## config.mk

```make
export PLATFORM = sky130hd
export DESIGN_NAME = elastic_shifter
export DESIGN_NICKNAME = d
export VERILOG_FILES = /design/src/rtl/shifter_pkg.sv /design/src/rtl/shift_ctrl.sv /design/src/rtl/shift_data.sv /design/src/rtl/elastic_shifter.sv
export SDC_FILE = /design/constraint.sdc
export NUM_CORES = 1
export LEC_CHECK = 0
export CAP_MARGIN = 20
export CORE_ASPECT_RATIO = 0.5
export CORE_UTILIZATION = 25
export DETAILED_ROUTE_END_ITERATION = 16
export PLACE_DENSITY = 0.41
export SLEW_MARGIN = 5
export SYNTH_ARGS = -nofsm -noshare
export SYNTH_HDL_FRONTEND = slang
export SYNTH_SLANG_ARGS = --single-unit
```

## constraint.sdc

```tcl
create_clock -name clk -period 9.2 [get_ports clk]
set_clock_uncertainty 0.1 [all_clocks]
set_input_delay 1.84 -clock clk [delete_from_list [all_inputs] [get_ports clk]]
set_output_delay 1.84 -clock clk [all_outputs]
set_load 0.005 [all_outputs]
```

## src/rtl/shifter_pkg.sv

```systemverilog
package shifter_pkg;

  // Entries held between two neighbouring stages.
  localparam int SLOT_DEPTH = 2;

  // Strobes the control hands to the datapath for one stage buffer.
  typedef struct packed {
    logic push;   // write the stage result this cycle
    logic wrSel;  // slot receiving the write
    logic rdSel;  // slot presented as buffer head
  } slotCtl_t;

endpackage

```

## src/rtl/shift_ctrl.sv

```systemverilog
module shift_ctrl
  import shifter_pkg::*;
#(
  parameter int STAGES = 4
) (
  input  logic                    clk,
  input  logic                    rst,
  input  logic                    inValid,
  input  logic                    outReady,
  output logic                    inReady,
  output logic                    outValid,
  output slotCtl_t [STAGES-1:0]   ctl
);

  localparam int LAST = STAGES - 1;
  localparam logic [1:0] FULL_CNT = 2'(SLOT_DEPTH);

  logic [1:0]        occ   [STAGES];
  logic              wrPtr [STAGES];
  logic              rdPtr [STAGES];
  logic [STAGES-1:0] hasData;
  logic [STAGES-1:0] hasRoom;
  logic [STAGES-1:0] push;
  logic [STAGES-1:0] pop;

  for (genvar j = 0; j < STAGES; j++) begin : g_slot
    assign hasData[j] = (occ[j] != 2'd0);
    assign hasRoom[j] = (occ[j] != FULL_CNT);

    if (j == 0) begin : g_head
      assign push[j] = inValid & hasRoom[j] & ~rst;
    end else begin : g_mid
      // Stage j moves an entry when its source holds one and its buffer has room.
      assign push[j]  = hasData[j-1] & hasRoom[j];
      assign pop[j-1] = push[j];
    end

    always_ff @(posedge clk) begin
      if (rst) begin
        occ[j]   <= 2'd0;
        wrPtr[j] <= 1'b0;
        rdPtr[j] <= 1'b0;
      end else begin
        occ[j] <= occ[j] + {1'b0, push[j]} - {1'b0, pop[j]};
        if (push[j]) wrPtr[j] <= ~wrPtr[j];
        if (pop[j])  rdPtr[j] <= ~rdPtr[j];
      end
    end

    assign ctl[j] = '{push: push[j], wrSel: wrPtr[j], rdSel: rdPtr[j]};
  end

  assign pop[LAST] = hasData[LAST] & outReady & ~rst;
  assign inReady   = hasRoom[0] & ~rst;
  assign outValid  = hasData[LAST] & ~rst;

endmodule

```

## src/rtl/shift_data.sv

```systemverilog
module shift_data
  import shifter_pkg::*;
#(
  parameter int STAGES = 4,
  parameter int DATA_W = 16
) (
  input  logic                   clk,
  input  logic [STAGES-1:0]      inAmt,
  input  logic [DATA_W-1:0]      inData,
  input  slotCtl_t [STAGES-1:0]  ctl,
  output logic [DATA_W-1:0]      outData
);

  logic [STAGES-1:0] amtMem  [STAGES][SLOT_DEPTH];
  logic [DATA_W-1:0] datMem  [STAGES][SLOT_DEPTH];
  logic [STAGES-1:0] headAmt [STAGES];
  logic [DATA_W-1:0] headDat [STAGES];
  logic [STAGES-1:0] srcAmt  [STAGES];
  logic [DATA_W-1:0] srcDat  [STAGES];
  logic [DATA_W-1:0] stepDat [STAGES];

  for (genvar j = 0; j < STAGES; j++) begin : g_stage
    localparam int DIST = 2 ** j;

    if (j == 0) begin : g_src_in
      assign srcAmt[j] = inAmt;
      assign srcDat[j] = inData;
    end else begin : g_src_buf
      assign srcAmt[j] = headAmt[j-1];
      assign srcDat[j] = headDat[j-1];
    end

    // Conditional shift by 2^j, selected by amount bit j.
    assign stepDat[j] = srcAmt[j][j] ? (srcDat[j] << DIST) : srcDat[j];

    always_ff @(posedge clk) begin
      if (ctl[j].push) begin
        amtMem[j][ctl[j].wrSel] <= srcAmt[j];
        datMem[j][ctl[j].wrSel] <= stepDat[j];
      end
    end

    assign headAmt[j] = amtMem[j][ctl[j].rdSel];
    assign headDat[j] = datMem[j][ctl[j].rdSel];
  end

  assign outData = headDat[STAGES-1];

endmodule

```

## src/rtl/elastic_shifter.sv

```systemverilog
module elastic_shifter
  import shifter_pkg::*;
#(
  parameter int SHIFT_W = 4,
  parameter int DATA_W  = 16
) (
  input  logic               clk,
  input  logic               rst,
  input  logic               inValid,
  output logic               inReady,
  input  logic [SHIFT_W-1:0] inAmt,
  input  logic [DATA_W-1:0]  inData,
  output logic               outValid,
  input  logic               outReady,
  output logic [DATA_W-1:0]  outData
);

  slotCtl_t [SHIFT_W-1:0] ctl;

  shift_ctrl #(.STAGES(SHIFT_W)) uCtrl (
    .clk      (clk),
    .rst      (rst),
    .inValid  (inValid),
    .outReady (outReady),
    .inReady  (inReady),
    .outValid (outValid),
    .ctl      (ctl)
  );

  shift_data #(.STAGES(SHIFT_W), .DATA_W(DATA_W)) uData (
    .clk     (clk),
    .inAmt   (inAmt),
    .inData  (inData),
    .ctl     (ctl),
    .outData (outData)
  );

endmodule

```

==> results.md <==
Die:
- The standard cell core area is 0.0258 mm².
- The effective utilization at floorplan is 26.0%.
- The die outline width is 233 µm.
- The die covers 0.0275 mm².
- The number of standard-cell rows in the floorplan is 41.
- The floorplan step set the die height to 118 µm.
- The number of top-level pins is 42.

Global routing:
- The initial antenna violation count is 0.
- The wire length of the first global-routing pass is 20.0 mm.
- The number of global-route vias before repair was 3529.
- The overall overflow remaining after global route is 0.
- Entering global routing, the biggest net connects 36 pins.
- The overall routing resource usage is 9.72%.

Pwr:
- Total power for the finished layout comes to 2.17 mW.
- Registers are responsible for 49.5% of the overall power.
- The switching part of the total power is 27.8%.
- Cell internal power was estimated by the tool at 1.57 mW.
- Dividing total power by cell area gives a power density of 270 mW/mm².
- The net switching power of the design is 603 µW.
- In this run, the combinational gates consume 19.4% of the power.
- The peak supply drop is 129 µV.
- For this design the static power due to leakage is 2.67 nW.
- The portion of total power attributed to the clock network is 31.1%.

CTS:
- The total setup buffers inserted after CTS is 0.
- The sink count of the clock tree is 156.
- The clock transition at the registers of the reported paths is 70 ps.
- The number of gates resized after CTS is 0.
- The clock passes through at most 2 buffers.
- Clock latency on the worst-skew pair, taken at its later pin, is 420 ps.
- In this run, post-CTS hold repair placed 0 buffers.
- The library cell used as clock root buffer is sky130_fd_sc_hd__clkbuf_16.
- TritonCTS built the clock tree.
- The number of clock buffers added by TritonCTS is 17.
- The CTS H-tree depth is 4.

Synth:
- A synthesized cell averages 14.9 µm².
- The cell count after synthesis came out at 449.
- The number of nets in the synthesized netlist is 477.
- The number of enable-type register cells in the synthesized netlist is 148.
- After synthesis the cells add up to 0.00669 mm².
- The register bit total from synthesis is 156.
- The largest total area in the synthesized netlist belongs to sky130_fd_sc_hd__edfxtp_1.
- The area share of the leading cell type in the synthesized netlist is 66.4%.
- The count of unique library cells instantiated by Yosys is 36.
- The share of flip-flops with an asynchronous set or reset after synthesis is 0%.
- The sequential area share after synthesis is 68.8%.
- Among all flip-flop cells after synthesis, the most frequent one is sky130_fd_sc_hd__edfxtp_1.
- Sorting the synthesized cells by area gives the leading types as sky130_fd_sc_hd__edfxtp_1 66%, sky130_fd_sc_hd__mux2_2 6.1%, sky130_fd_sc_hd__mux2i_1 5.1%.
- The commonest cells after synthesis are 148 x sky130_fd_sc_hd__edfxtp_1, 42 x sky130_fd_sc_hd__nor2b_1, 36 x sky130_fd_sc_hd__mux2_2.
- The most used standard cell by instance count after synthesis is sky130_fd_sc_hd__edfxtp_1.
- The number of synthesis warnings is 0.

Place:
- The total cell area at the placement stage is 0.00746 mm².
- The post-DP HPWL is 8.56 mm.
- The count of placed standard cells including taps is 812.
- The count of buffers inserted at the top-level ports is 41.
- The worst setup slack before clock tree synthesis is 3660 ps.
- The routability congestion estimate from global placement is 0.654.

Layout:
- After the flow finishes, the layout carries non-filler instances totaling 844.
- The count of filler cells inserted in the layout is 2554.
- The number of antenna diodes in the final layout is 0.
- Once layout is complete, the utilization of the core stands at 31.2%.
- The final layout net count is 515.
- The multi-input combinational cells in the finished layout cover a total of 0.00195 mm².
- The area occupied by registers is 0.00460 mm².
- The final instance area is 0.00804 mm².
- From synthesis to final layout, the design area changed by 20.2%.
- The share of final-layout standard cells stronger than drive strength 1 is 15.8%.

Critical path:
- The sort of element at the start of the critical path is an input pin.
- The endpoint class of the critical path is a primary output.
- In this design, the stage delay of the slowest critical-path cell is 780 ps.
- The cell repeated most along the worst path is sky130_fd_sc_hd__clkdlybuf4s50_1.
- The setup path with the least slack is of type in2out.
- At the worst endpoint, the required time is 7260 ps.
- The signal on the critical path passes through clkdlybuf4s50_1 -> o21ba_2 -> clkdlybuf4s50_1.
- The worst-path cell with the longest stage delay is sky130_fd_sc_hd__clkdlybuf4s50_1.
- At the worst endpoint, the arrival time is 3560 ps.
- The largest fanout on the critical path is 19.

Timing:
- The maximum clock frequency is 182 MHz.
- The number of hold violations in the final report came to 0.
- The worst path needs 5500 ps of the cycle, external delays included.
- The measured slew at the worst slew-check pin is 972 ps.
- The count of final setup violators is 0.
- The worst slack on hold paths is 438 ps.
- Setup repair after global routing left no endpoint under its margin.
- The post-layout worst setup margin is 3700 ps.
- Measured against its own limit, the worst slew margin works out to 35.2%.
- In the final timing run, aggregate negative setup slack is 0 ps.
- Of the available clock period, the critical path in the final layout requires 59.7%.
- The number of pins with negative max-slew slack in the final report came to 0.

Drt:
- The routed via count divided by cell count is 4.14.
- In this run, the number of DRC markers left after iteration 0 of detailed routing was 219.
- The detailed router placed 3492 vias in this run.
- Before antenna repair, the detailed router went through 4 iterations.
- The number of routed nets with antenna violations is 0.
- The post-route DRC violation count is 0.
- The final routed wirelength across all metal layers is 12.6 mm.
- The final routed wire length divided by cell count is 15.0 µm.

Run status:
- The run finished with clean final reports.

Hold path:
- The type of the worst min-delay path is reg2reg.

Job:
- The number of violations of the max-capacitance limit is 0.
critical path: cells and delay by family:
| kind | cells | cell delay (ps) |
|---|---|---|
| AOI/OAI and AO/OA | 1 | 430 |
| buffers and inverters | 2 | 1280 |
final cells by class:
| class | count | area share [%] |
|---|---|---|
| multi-input cells | 257 | 24.2 |
| inverters | 10 | 0.467 |
| well taps | 344 | 5.35 |
| repair buffers | 45 | 5.48 |
| flip-flops and latches | 156 | 57.3 |
| clock buffers | 25 | 6.57 |
| clock inverters | 7 | 0.654 |
registers in the layout, summed over array words and instances, names as in the netlist:
register / cells
uCtrl.rdPtr: 4
uData.amtMem: 12
uData.datMem: 128
uCtrl.wrPtr: 4
uCtrl.occ: 8
kinds of logic after synthesis:
| group | after synthesis | share of synthesized area (%) |
|---|---|---|
| muxes | 70 | 11.1 |
| buffers and inverters | 36 | 2.30 |
| AOI/OAI and AO/OA | 96 | 9.59 |
| and+or+nand+nor | 84 | 6.99 |
| adders and majority gates | 4 | 0.748 |
| xor gates and xnor gates | 3 | 0.393 |
| DFF | 156 | 68.8 |
routing by layer:
layer	up-vias	global-route usage (%)	routed length [µm]
met1	1636	13.8	6760
met2	34	13.6	5370
met4	0	4.29	165
li1	1810	-	-
met3	12	2.69	352
met5	-	0	0
layout by cell type (no fill, tap or decap), types with 2 or more instances in the layout:
cell	n
sky130_fd_sc_hd__edfxtp_1	148
sky130_fd_sc_hd__nor2b_1	42
sky130_fd_sc_hd__clkdlybuf4s50_1	41
sky130_fd_sc_hd__mux2_2	36
sky130_fd_sc_hd__a21oi_1	35
sky130_fd_sc_hd__mux2i_1	34
sky130_fd_sc_hd__a211oi_1	34
sky130_fd_sc_hd__clkbuf_16	19
sky130_fd_sc_hd__a22o_1	12
sky130_fd_sc_hd__inv_1	10
sky130_fd_sc_hd__nand2_1	8
sky130_fd_sc_hd__nor2_1	8
sky130_fd_sc_hd__nor3_1	8
sky130_fd_sc_hd__dfxtp_1	8
sky130_fd_sc_hd__nor2_2	5
sky130_fd_sc_hd__o21ai_0	5
sky130_fd_sc_hd__ha_1	4
sky130_fd_sc_hd__clkinvlp_4	4
sky130_fd_sc_hd__buf_4	4
sky130_fd_sc_hd__nand3_1	3
sky130_fd_sc_hd__clkbuf_8	3
sky130_fd_sc_hd__clkbuf_1	3
sky130_fd_sc_hd__o32ai_1	2
sky130_fd_sc_hd__and2_1	2
sky130_fd_sc_hd__nand2b_1	2
sky130_fd_sc_hd__a31oi_1	2
sky130_fd_sc_hd__xor2_1	2
sky130_fd_sc_hd__clkinv_4	2
power groups by stage:
stage	sequential, mW	clock (mW)	combinational [mW]
CTS	1.08	0.692	0.432
global placement	1.09	0	0.425
global route	1.10	0.721	0.471
finish	1.07	0.674	0.421
floorplan	1.03	0	0.316
detailed placement	1.09	0	0.431
final timing paths:
kind                        start                  end  slack [ps]  depth (start not counted)
hold / removal    uCtrl.occ[2][1]      uCtrl.occ[2][1]         440                          2
hold reg to reg   uCtrl.occ[2][1]      uCtrl.occ[2][1]         440                          2
setup / recovery              rst             outValid        3700                          3
setup reg to reg  uCtrl.occ[1][0]  uData.datMem[1][23]        7010                          3
(Power assumes the default switching activity.)
